<file path="src/rtl/keyexp_pkg.sv">
package keyexp_pkg;
  localparam int KEY_W    = 128;
  localparam int WORD_W   = 32;
  localparam int BYTE_W   = 8;
  localparam int N_ROUNDS = 10;
  localparam int CNT_W    = 4;

  typedef struct packed {
    logic             load;
    logic             step;
    logic [CNT_W-1:0] round;
  } ctrlStrobes_t;
endpackage

</file>
<file path="src/rtl/keyexp_sbox.sv">
module keyexp_sbox #(
  parameter int BW = 8
) (
  input  logic [BW-1:0] inByte,
  output logic [BW-1:0] outByte
);
  localparam logic [BW-1:0] AFFINE_C = 8'h63;
  localparam logic [BW-1:0] POLY_LOW = 8'h1b;

  function automatic logic [BW-1:0] gfMul(input logic [BW-1:0] a, input logic [BW-1:0] b);
    logic [BW-1:0] acc;
    logic [BW-1:0] aa;
    acc = '0;
    aa  = a;
    for (int i = 0; i < BW; i++) begin
      if (b[i]) acc = acc ^ aa;
      aa = aa[BW-1] ? ((aa << 1) ^ POLY_LOW) : (aa << 1);
    end
    return acc;
  endfunction

  // x^254 is the multiplicative inverse; zero maps to zero
  function automatic logic [BW-1:0] gfInv(input logic [BW-1:0] x);
    logic [BW-1:0] pw;
    logic [BW-1:0] acc;
    pw  = x;
    acc = 8'h01;
    for (int i = 1; i < BW; i++) begin
      pw  = gfMul(pw, pw);
      acc = gfMul(acc, pw);
    end
    return acc;
  endfunction

  function automatic logic [BW-1:0] rotl(input logic [BW-1:0] v, input int n);
    return (v << n) | (v >> (BW - n));
  endfunction

  logic [BW-1:0] invVal;

  always_comb begin
    invVal  = gfInv(inByte);
    outByte = invVal ^ rotl(invVal, 1) ^ rotl(invVal, 2) ^ rotl(invVal, 3)
              ^ rotl(invVal, 4) ^ AFFINE_C;
  end
endmodule

</file>
<file path="src/rtl/keyexp_ctrl.sv">
module keyexp_ctrl
  import keyexp_pkg::*;
#(
  parameter int ROUNDS = N_ROUNDS,
  parameter int CW     = CNT_W
) (
  input  logic         clk,
  input  logic         rst_n,
  input  logic         start,
  input  logic         enable,
  output ctrlStrobes_t strobes,
  output logic         done
);
  localparam logic [CW-1:0] LAST_IDX = CW'(ROUNDS);
  localparam logic [CW-1:0] PRE_LAST = CW'(ROUNDS - 1);

  logic [CW-1:0] roundCnt;
  logic          armed;
  logic          doStep;

  assign doStep = enable && armed && !start;

  always_ff @(posedge clk or negedge rst_n) begin
    if (!rst_n) begin
      roundCnt <= '0;
      armed    <= 1'b0;
      done     <= 1'b0;
    end else if (start) begin
      roundCnt <= '0;
      armed    <= 1'b1;
      done     <= 1'b0;
    end else if (doStep) begin
      roundCnt <= roundCnt + 1'b1;
      if (roundCnt == PRE_LAST) begin
        armed <= 1'b0;
        done  <= 1'b1;
      end
    end
  end

  always_comb begin
    strobes.load  = start;
    strobes.step  = doStep;
    strobes.round = roundCnt;
  end

  logic unusedLast;
  assign unusedLast = (roundCnt == LAST_IDX);
endmodule

</file>
<file path="src/rtl/keyexp_datapath.sv">
module keyexp_datapath
  import keyexp_pkg::*;
#(
  parameter int KW = KEY_W,
  parameter int WW = WORD_W,
  parameter int BW = BYTE_W
) (
  input  logic          clk,
  input  logic          rst_n,
  input  ctrlStrobes_t  strobes,
  input  logic [KW-1:0] keyIn,
  output logic [KW-1:0] roundKey
);
  localparam int N_WORDS = KW / WW;
  localparam int N_BYTES = WW / BW;

  logic [KW-1:0]      keyReg;
  logic [WW-1:0]      wCur  [N_WORDS];
  logic [WW-1:0]      wNext [N_WORDS];
  logic [WW-1:0]      rotWord;
  logic [WW-1:0]      subWord;
  logic [BW-1:0]      rconByte;
  logic [KW-1:0]      nextKey;

  genvar gw;
  generate
    for (gw = 0; gw < N_WORDS; gw++) begin : g_split
      assign wCur[gw] = keyReg[KW-1-gw*WW -: WW];
      assign nextKey[KW-1-gw*WW -: WW] = wNext[gw];
    end
  endgenerate

  // rotation is wiring only: top byte of the last word moves to the bottom
  assign rotWord = {wCur[N_WORDS-1][WW-BW-1:0], wCur[N_WORDS-1][WW-1 -: BW]};

  genvar gb;
  generate
    for (gb = 0; gb < N_BYTES; gb++) begin : g_sbox
      keyexp_sbox #(.BW(BW)) i_sbox (
        .inByte (rotWord[gb*BW +: BW]),
        .outByte(subWord[gb*BW +: BW])
      );
    end
  endgenerate

  // round constant ROM, read every cycle at the current round index
  always_comb begin
    unique case (strobes.round)
      4'd0:    rconByte = 8'h01;
      4'd1:    rconByte = 8'h02;
      4'd2:    rconByte = 8'h04;
      4'd3:    rconByte = 8'h08;
      4'd4:    rconByte = 8'h10;
      4'd5:    rconByte = 8'h20;
      4'd6:    rconByte = 8'h40;
      4'd7:    rconByte = 8'h80;
      4'd8:    rconByte = 8'h1b;
      4'd9:    rconByte = 8'h36;
      default: rconByte = 8'h00;
    endcase
  end

  always_comb begin
    wNext[0] = wCur[0] ^ subWord ^ {rconByte, {(WW-BW){1'b0}}};
    for (int i = 1; i < N_WORDS; i++) begin
      wNext[i] = wCur[i] ^ wNext[i-1];
    end
  end

  always_ff @(posedge clk or negedge rst_n) begin
    if (!rst_n)             keyReg <= '0;
    else if (strobes.load)  keyReg <= keyIn;
    else if (strobes.step)  keyReg <= nextKey;
  end

  assign roundKey = keyReg;
endmodule

</file>
<file path="src/rtl/keyexp_top.sv">
module keyexp_top
  import keyexp_pkg::*;
#(
  parameter int KW = KEY_W,
  parameter int CW = CNT_W
) (
  input  logic          clk,
  input  logic          rst_n,
  input  logic          start,
  input  logic [KW-1:0] keyIn,
  input  logic          enable,
  output logic [KW-1:0] roundKey,
  output logic [CW-1:0] roundIdx,
  output logic          done
);
  ctrlStrobes_t strobes;

  keyexp_ctrl #(.ROUNDS(N_ROUNDS), .CW(CW)) i_ctrl (
    .clk    (clk),
    .rst_n  (rst_n),
    .start  (start),
    .enable (enable),
    .strobes(strobes),
    .done   (done)
  );

  keyexp_datapath #(.KW(KW), .WW(WORD_W), .BW(BYTE_W)) i_dp (
    .clk     (clk),
    .rst_n   (rst_n),
    .strobes (strobes),
    .keyIn   (keyIn),
    .roundKey(roundKey)
  );

  assign roundIdx = strobes.round;
endmodule

</file>
<file path="config.mk">
export PLATFORM = sky130hd
export DESIGN_NAME = keyexp_top
export DESIGN_NICKNAME = d
export VERILOG_FILES = /design/src/rtl/keyexp_pkg.sv /design/src/rtl/keyexp_sbox.sv /design/src/rtl/keyexp_ctrl.sv /design/src/rtl/keyexp_datapath.sv /design/src/rtl/keyexp_top.sv
export SDC_FILE = /design/constraint.sdc
export NUM_CORES = 2
export LEC_CHECK = 0
export BUFFER_PORTS_ARGS = -buffer_cell sky130_fd_sc_hd__buf_2
export CAP_MARGIN = 20
export CELL_PAD_IN_SITES_DETAIL_PLACEMENT = 0
export CELL_PAD_IN_SITES_GLOBAL_PLACEMENT = 1
export CORE_MARGIN = 4
export CORE_UTILIZATION = 30
export DETAILED_ROUTE_END_ITERATION = 10
export GPL_ROUTABILITY_DRIVEN = 0
export GPL_TIMING_DRIVEN = 0
export PLACE_DENSITY_LB_ADDON = 0.2
export SYNTH_ARGS = -nofsm -noshare
export SYNTH_HDL_FRONTEND = slang
export SYNTH_SLANG_ARGS = --single-unit
export TNS_END_PERCENT = 10
</file>
<file path="constraint.sdc">
create_clock -name clk -period 32.3 [get_ports clk]
set_clock_uncertainty 0.2 [all_clocks]
set_input_delay 1.615 -clock clk [delete_from_list [all_inputs] [get_ports clk]]
set_output_delay 1.615 -clock clk [all_outputs]
set_load 0.005 [all_outputs]
</file>
## After elaboration in Yosys (flattened, before gate mapping)

Memories as Yosys holds them, arrays and structs flattened.
Index checks and enable logic that the tools add are counted.

- Output and inout port bits: 133
- Register bits: 134
- Memories kept: 1
- Bits in read-only memories: 128

Memories:

| memory | depth | bits a word | rd ports | clocked after Yosys merged registers in | wr ports | line | source |
|---|---|---|---|---|---|---|---|
| (name not given) | 16 | 8 | 1 | 0 | 0 | keyexp_datapath.sv:48 | `unique case (strobes.round)` |

- Equality and inequality tests: 1
- Mux-type cells: 822
- Add/sub/neg operators: 1
- Reduce and logical (&&, ||, !) cells: 6
- Bitwise operators: 797

Operator list:

| operator | number |
|---|---|
| $mux 8 | 420 |
| $xor 8x8->8 | 380 |
| $mux 5 | 368 |
| $not 4->4 | 368 |
| $mux 128 | 2 |
| $xor 32x32->32 | 5 |
| $or 8x1->8 | 4 |
| $or 8x2->8 | 4 |
| $or 8x3->8 | 4 |
| $or 8x4->8 | 4 |
| $mux 7 | 4 |
| $not 1->1 const A | 28 |
| $mux 4 | 6 |
| $mux 6 | 4 |
| $mux 3 | 4 |
| $mux 1 | 10 |
| $mux 2 | 4 |
| $add 4x1->4 const B | 1 |
| $eq 4x4->1 const B | 1 |
| $reduce_bool 2->1 | 2 |
| $logic_and 1x1->1 | 2 |
| $reduce_and 2->1 | 1 |
| $logic_not 1->1 | 1 |

## Depth between registers and ports, before layout

- Depth after elaboration: 140
- Mapped depth: 66
- Mapped depth without buffers: 55

## Hierarchy

From an unflattened synthesis, not the netlist that was laid out.

- Cell total of the unflattened synthesis: 9,136
- Area total of the unflattened synthesis: 68,644.6 um^2

By module, submodules not included:

| module | area an instance (um^2) | instances | cells an instance |
|---|---|---|---|
| keyexp_sbox at i_dp.g_sbox[1].i_sbox ... | 15,556.2 | 3 | 2,127 |
| keyexp_sbox at i_dp.g_sbox[0].i_sbox | 14,396.3 | 1 | 1,949 |
| keyexp_datapath | 7,279.5 | 1 | 776 |
| keyexp_ctrl | 300.3 | 1 | 30 |

## Least setup slack after synthesis

Ideal clock, no wire load.

- Path kind: reg-to-reg
- Start: reg i_dp.keyReg[16] (netlist: i_dp.roundKey[16])
- End: reg i_dp.keyReg[29] (netlist: i_dp.roundKey[29])
- Required time: 31.975 ns
- Slack: 16.678 ns
- Period minus slack after synthesis: 15.622 ns
- Arrival: 15.297 ns
- Cell stages (with the launch flop): 62
- Setup time: 0.125 ns
- Cell sequence: dfrtp_1 ha_1 buf_4 nand2_1 xnor2_2 inv_2 buf_2 ha_1 and3_1 mux2i_1 xor2_1 xnor3_1 inv_1 buf_1 ha_1 xor2_1 a221o_1 xor2_2 [... 26 more ...] buf_2 buf_2 mux2i_1 a31oi_1 a221oi_1 xnor2_1 mux2i_1 mux2i_1 xor2_1 inv_2 nand3_1 o21ai_0 nor4_2 xnor3_1 xnor3_1 nor2_1 xor2_1 mux2_2

- Cells in the longest elaborated chain, start to end: 136
- Elaborated cells on any way between the ends: 394

RTL lines:

| what | line | source |
|---|---|---|
| start: declaration | keyexp_datapath.sv:17 | `logic [KW-1:0] keyReg;` |
| start signal: assignment | keyexp_datapath.sv:72 | `else if (strobes.load) keyReg <= keyIn;` |
| start signal: assignment | keyexp_datapath.sv:73 | `else if (strobes.step) keyReg <= nextKey;` |
| $mux 8 | keyexp_sbox.sv:16 | `if (b[i]) acc = acc ^ aa;` |
| $xor 8x8->8 | keyexp_sbox.sv:16 |  |
| $mux 8 | keyexp_sbox.sv:16 |  |
| $xor 8x8->8 | keyexp_sbox.sv:16 |  |
| $mux 8 | keyexp_sbox.sv:16 |  |
| $xor 8x8->8 | keyexp_sbox.sv:16 |  |
| $mux 8 | keyexp_sbox.sv:16 |  |
| $xor 8x8->8 | keyexp_sbox.sv:16 |  |
| [... 115 more ...] | n/a |  |
| $or 8x1->8 | keyexp_sbox.sv:36 | `return (v << n) \| (v >> (BW - n));` |
| $xor 8x8->8 (3 in a row) | keyexp_sbox.sv:43 | `outByte = invVal ^ rotl(invVal, 1) ^ rotl(invVal, 2) ^ rotl(invVal, 3)` |
| $xor 8x8->8 * | keyexp_sbox.sv:44 | `^ rotl(invVal, 4) ^ AFFINE_C;` |
| $not 4->4 (no source line) * | n/a |  |
| $xor 32x32->32 * (2 in a row) | keyexp_datapath.sv:64 | `wNext[0] = wCur[0] ^ subWord ^ {rconByte, {(WW-BW){1'b0}}};` |
| $xor 32x32->32 * (3 in a row) | keyexp_datapath.sv:66 | `wNext[i] = wCur[i] ^ wNext[i-1];` |
| $mux 128 * | keyexp_datapath.sv:73 |  |
| $mux 128 * | keyexp_datapath.sv:72 |  |

Mark *: on every way between the ends. The rest lies on a longest branch, timed or not. The select of a mux whose other input is x is not followed.
A chain may end at the register's enable or synchronous reset.

## Worst setup path after layout

- Start: reg i_dp.keyReg[16] (netlist: i_dp.roundKey[16])
- End: reg i_dp.keyReg[126] (netlist: i_dp.roundKey[126])

- Cells in the longest elaborated chain, start to end: 132
- Elaborated cells on any way between the ends: 391

RTL lines:

| what | line |
|---|---|
| $mux 8 | keyexp_sbox.sv:16 |
| $xor 8x8->8 | keyexp_sbox.sv:16 |
| $mux 8 | keyexp_sbox.sv:16 |
| $xor 8x8->8 | keyexp_sbox.sv:16 |
| $mux 8 | keyexp_sbox.sv:16 |
| $xor 8x8->8 | keyexp_sbox.sv:16 |
| $mux 8 | keyexp_sbox.sv:16 |
| $xor 8x8->8 | keyexp_sbox.sv:16 |
| [... 114 more ...] | n/a |
| $or 8x1->8 / $mux 8 (equally long branches) | keyexp_sbox.sv:36, keyexp_sbox.sv:16 |
| $xor 8x8->8 / $or 8x2->8 (equally long branches) | keyexp_sbox.sv:43, keyexp_sbox.sv:36 |
| $xor 8x8->8 (2 in a row) | keyexp_sbox.sv:43 |
| $xor 8x8->8 * | keyexp_sbox.sv:44 |
| $not 4->4 (no source line) * | n/a |
| $xor 32x32->32 * (2 in a row) | keyexp_datapath.sv:64 |
| $mux 128 * | keyexp_datapath.sv:73 |
| $mux 128 * | keyexp_datapath.sv:72 |

Marked as above.

==> reports/metrics.cfg <==
[worst_setup_path]
path_class=register to register
critical_path.max_fanout=10
arrival_ns=20.74
cpMostUsedCell=xnor3_1
start_kind=register
crit_path_max_incr_delay_ns=1.03
startpoint=i_dp.roundKey[16]
crit_slowest_cell=nor2_1
r2r-start=i_dp.roundKey[16]
required_ns=32.55
critPathCaptureType=register

[layout]
fillers=22440
fin_nets=8721
multi_input_area_sq_um=56420
ff_latch_area_sq_um=3353
drive_gt1_share_pct=8.651
syn_to_final_growth_pct=9.659

[yosys]
ys_ff_latch=134
ys_types=105
ys_top_cells_by_area=xnor2_1 24%, xnor3_1 13%, xor2_1 6.7%
netlist_instances=8232
synthArstFlopShare_pct=100.0
yosysSeqAreaShare_pct=5.370
synth.most_common_cell=xnor2_1
avgSynthCellArea_sq_um=7.586
synth_fp_nets=8389
synthFlopType=dfrtp_1
yosys_warnings=0
synth-edff-count=0
syn_area_sq_um=62450
yosysTopAreaCell=xnor2_1
synth_top_cell_area_share_pct=23.70
synth.top_cells.by_count=1690 x xnor2_1, 1113 x nor2_1, 926 x nand2_1

[clock_network]
cts_buffer_depth=2
cts_tree=done
clk_pin_slew_ns=0.07
cts_num_sinks=134
clk_latency_ns=0.54
clockRootBuffer=clkbuf_16
cts-buffers-inserted=17
htreeDepth=4
ctsHoldBuffers=0
ctsResizeCount=0
postCtsSetupRepairBufs=0

[timing]
max_slew_margin_pct=18.66
fmax_mhz=48.80
finalHoldViolations=0
fin_tns_setup_ns=0
period_needed_ns=20.49
drv_slew=0
post-route-period-util_pct=63.44
rsz0062_at_grt=false
setup_viol=0
worst_pin_slew_ns=1.216

[global_route]
top_usage_layer=met2
grt_max_degree=83
grt_overflow_total=0
grtUsageMet1_pct=29.86
grt_pass1_vias=58440
met3_usage_pct=1.906
grt_pass1_wl_mm=385.5
grt.total_usage_pct=23.06
antenna_found_initial=12
met2_usage_pct=38.92

[routing]
totalWireLength_mm=259.9
num_vias=59940
drtAntennaViolNets=0
avgRoutedWirePerCell_um=22.86
vias_per_cell=5.271
drt_iter0_markers=4637
post-route-drc-count=0
dr.pass1.iters=7

[run]
cap_viol_max_count=0

[place]
dpl.hpwl_mm=207.4
portBuffers=263

[floorplanning]
die-area_sq_um=215500
rows=167
die_h_um=464.2
ios=265
die_width_um=464.2
initial_core_util_pct=30.16
core_area_sq_um=207100

[min_path]
hold_start=i_ctrl.armed
hold_path.class=register to register

[status]
outcome=completed

==> cell usage in the layout (no fill, tap or decap), types with 34 or more instances in the layout <==
cell      Yosys  final
buf_1        43     43
clkbuf_1    358    357
a22oi_1      53     53
dfrtp_1     134    134
xnor2_2      61     63
xor3_1       59     59
o21ai_0     417    417
xnor2_1    1690   1688
nand2b_1     61     61
buf_4        18     47
o22ai_1      93     93
and3_1       42     42
nor2b_1      68     68
mux2i_1     227    227
buf_2       128    390
mux2_2       42     42
xnor3_1     367    367
nor2_1     1113   1113
nand2_1     926    926
inv_1        70     70
o21ai_1      43     43
o211ai_1     53     53
or3_1        34     34
a21oi_1     455    455
and2_1       66     66
xor2_1      479    479
a211oi_1     59     59
nor3_1      206    204
nand3_1     181    181
a31oi_1      68     68
==> stage by stage <==
step | util, % | std cells | hold WS [ns] | instance area (sq um) | setup slack (ns)
after floorplan | - | 8232 | 0.2635 | 62450 | 16.68
after global placement | 32.48 | 11280 | 0.2776 | 67250 | 11.19
after detailed placement | 32.71 | 11320 | 0.2950 | 67730 | 11.95
after CTS | 33.03 | 11360 | 0.3107 | 68390 | 11.86
after global routing | 33.06 | 11370 | 0.3472 | 68470 | 10.59
final | 33.07 | 11370 | 0.3093 | 68480 | 11.81
==> cell type report <==
class / count / share of cell area, %
Clock inverter: 15 / 0.3508
Buffer: 553 / 3.431
Multi-Input combinational cell: 7452 / 82.39
Timing Repair Buffer: 313 / 2.679
Sequential cell: 134 / 4.897
Inverter: 93 / 0.5134
Tap cell: 2788 / 5.094
Antenna cell: 7 / 0.02558
Clock buffer: 17 / 0.6212
==> flip-flops by register name, indices dropped and copies added (netlist names) <==
| name | flops |
|---|---|
| i_ctrl.armed | 1 |
| i_dp.roundKey | 128 |
| i_ctrl.done | 1 |
| i_ctrl.roundCnt | 4 |
==> routing by layer <==
| layer | share of wire [%] | vias up |
|---|---|---|
| li1 | - | 28800 |
| met1 | 43 | 29200 |
| met2 | 47 | 1628 |
| met3 | 4.3 | 304 |
| met4 | 5.1 | 4 |
| met5 | 0.0081 | - |
==> kinds of logic (layout without fill, tap and decap cells) <==
kind of cell | Yosys count | in the layout | synth area share (%)
simple gates | 2824 | 2824 | 19.51
xor+xnor | 2714 | 2714 | 49.49
compound gates | 1609 | 1609 | 16.11
buf+inv | 646 | 991 | 4.324
mux | 277 | 277 | 4.644
flops | 134 | 134 | 5.370
fa+ha+maj | 28 | 28 | 0.5490
other cells | 0 | 7 | 0
==> critical path, delay by kind of cell (launching register included) <==
kind	cells	cell delay (ns)
buf+inv	13	4.59
fa+ha+maj	4	1.35
compound gates	8	1.77
flops	1	0.40
mux	1	0.32
simple gates	9	2.54
xor+xnor	23	9.19
==> path summary, 6_finish.rpt <==
path                                      endpoint  slack, ns  cells past startpoint
worst min-delay path                  i_ctrl.armed       0.31                      1
worst max register to register  i_dp.roundKey[126]      11.81                     58
min in group asynchronous        i_dp.roundKey[95]       0.80                      1
max in group asynchronous         i_dp.roundKey[0]      30.16                      2
worst min register to register        i_ctrl.armed       0.31                      1
worst max-delay path            i_dp.roundKey[126]      11.81                     58
Power is not shown: default switching activity piles up to over one toggle a cycle in this logic, so the estimate is an artifact.
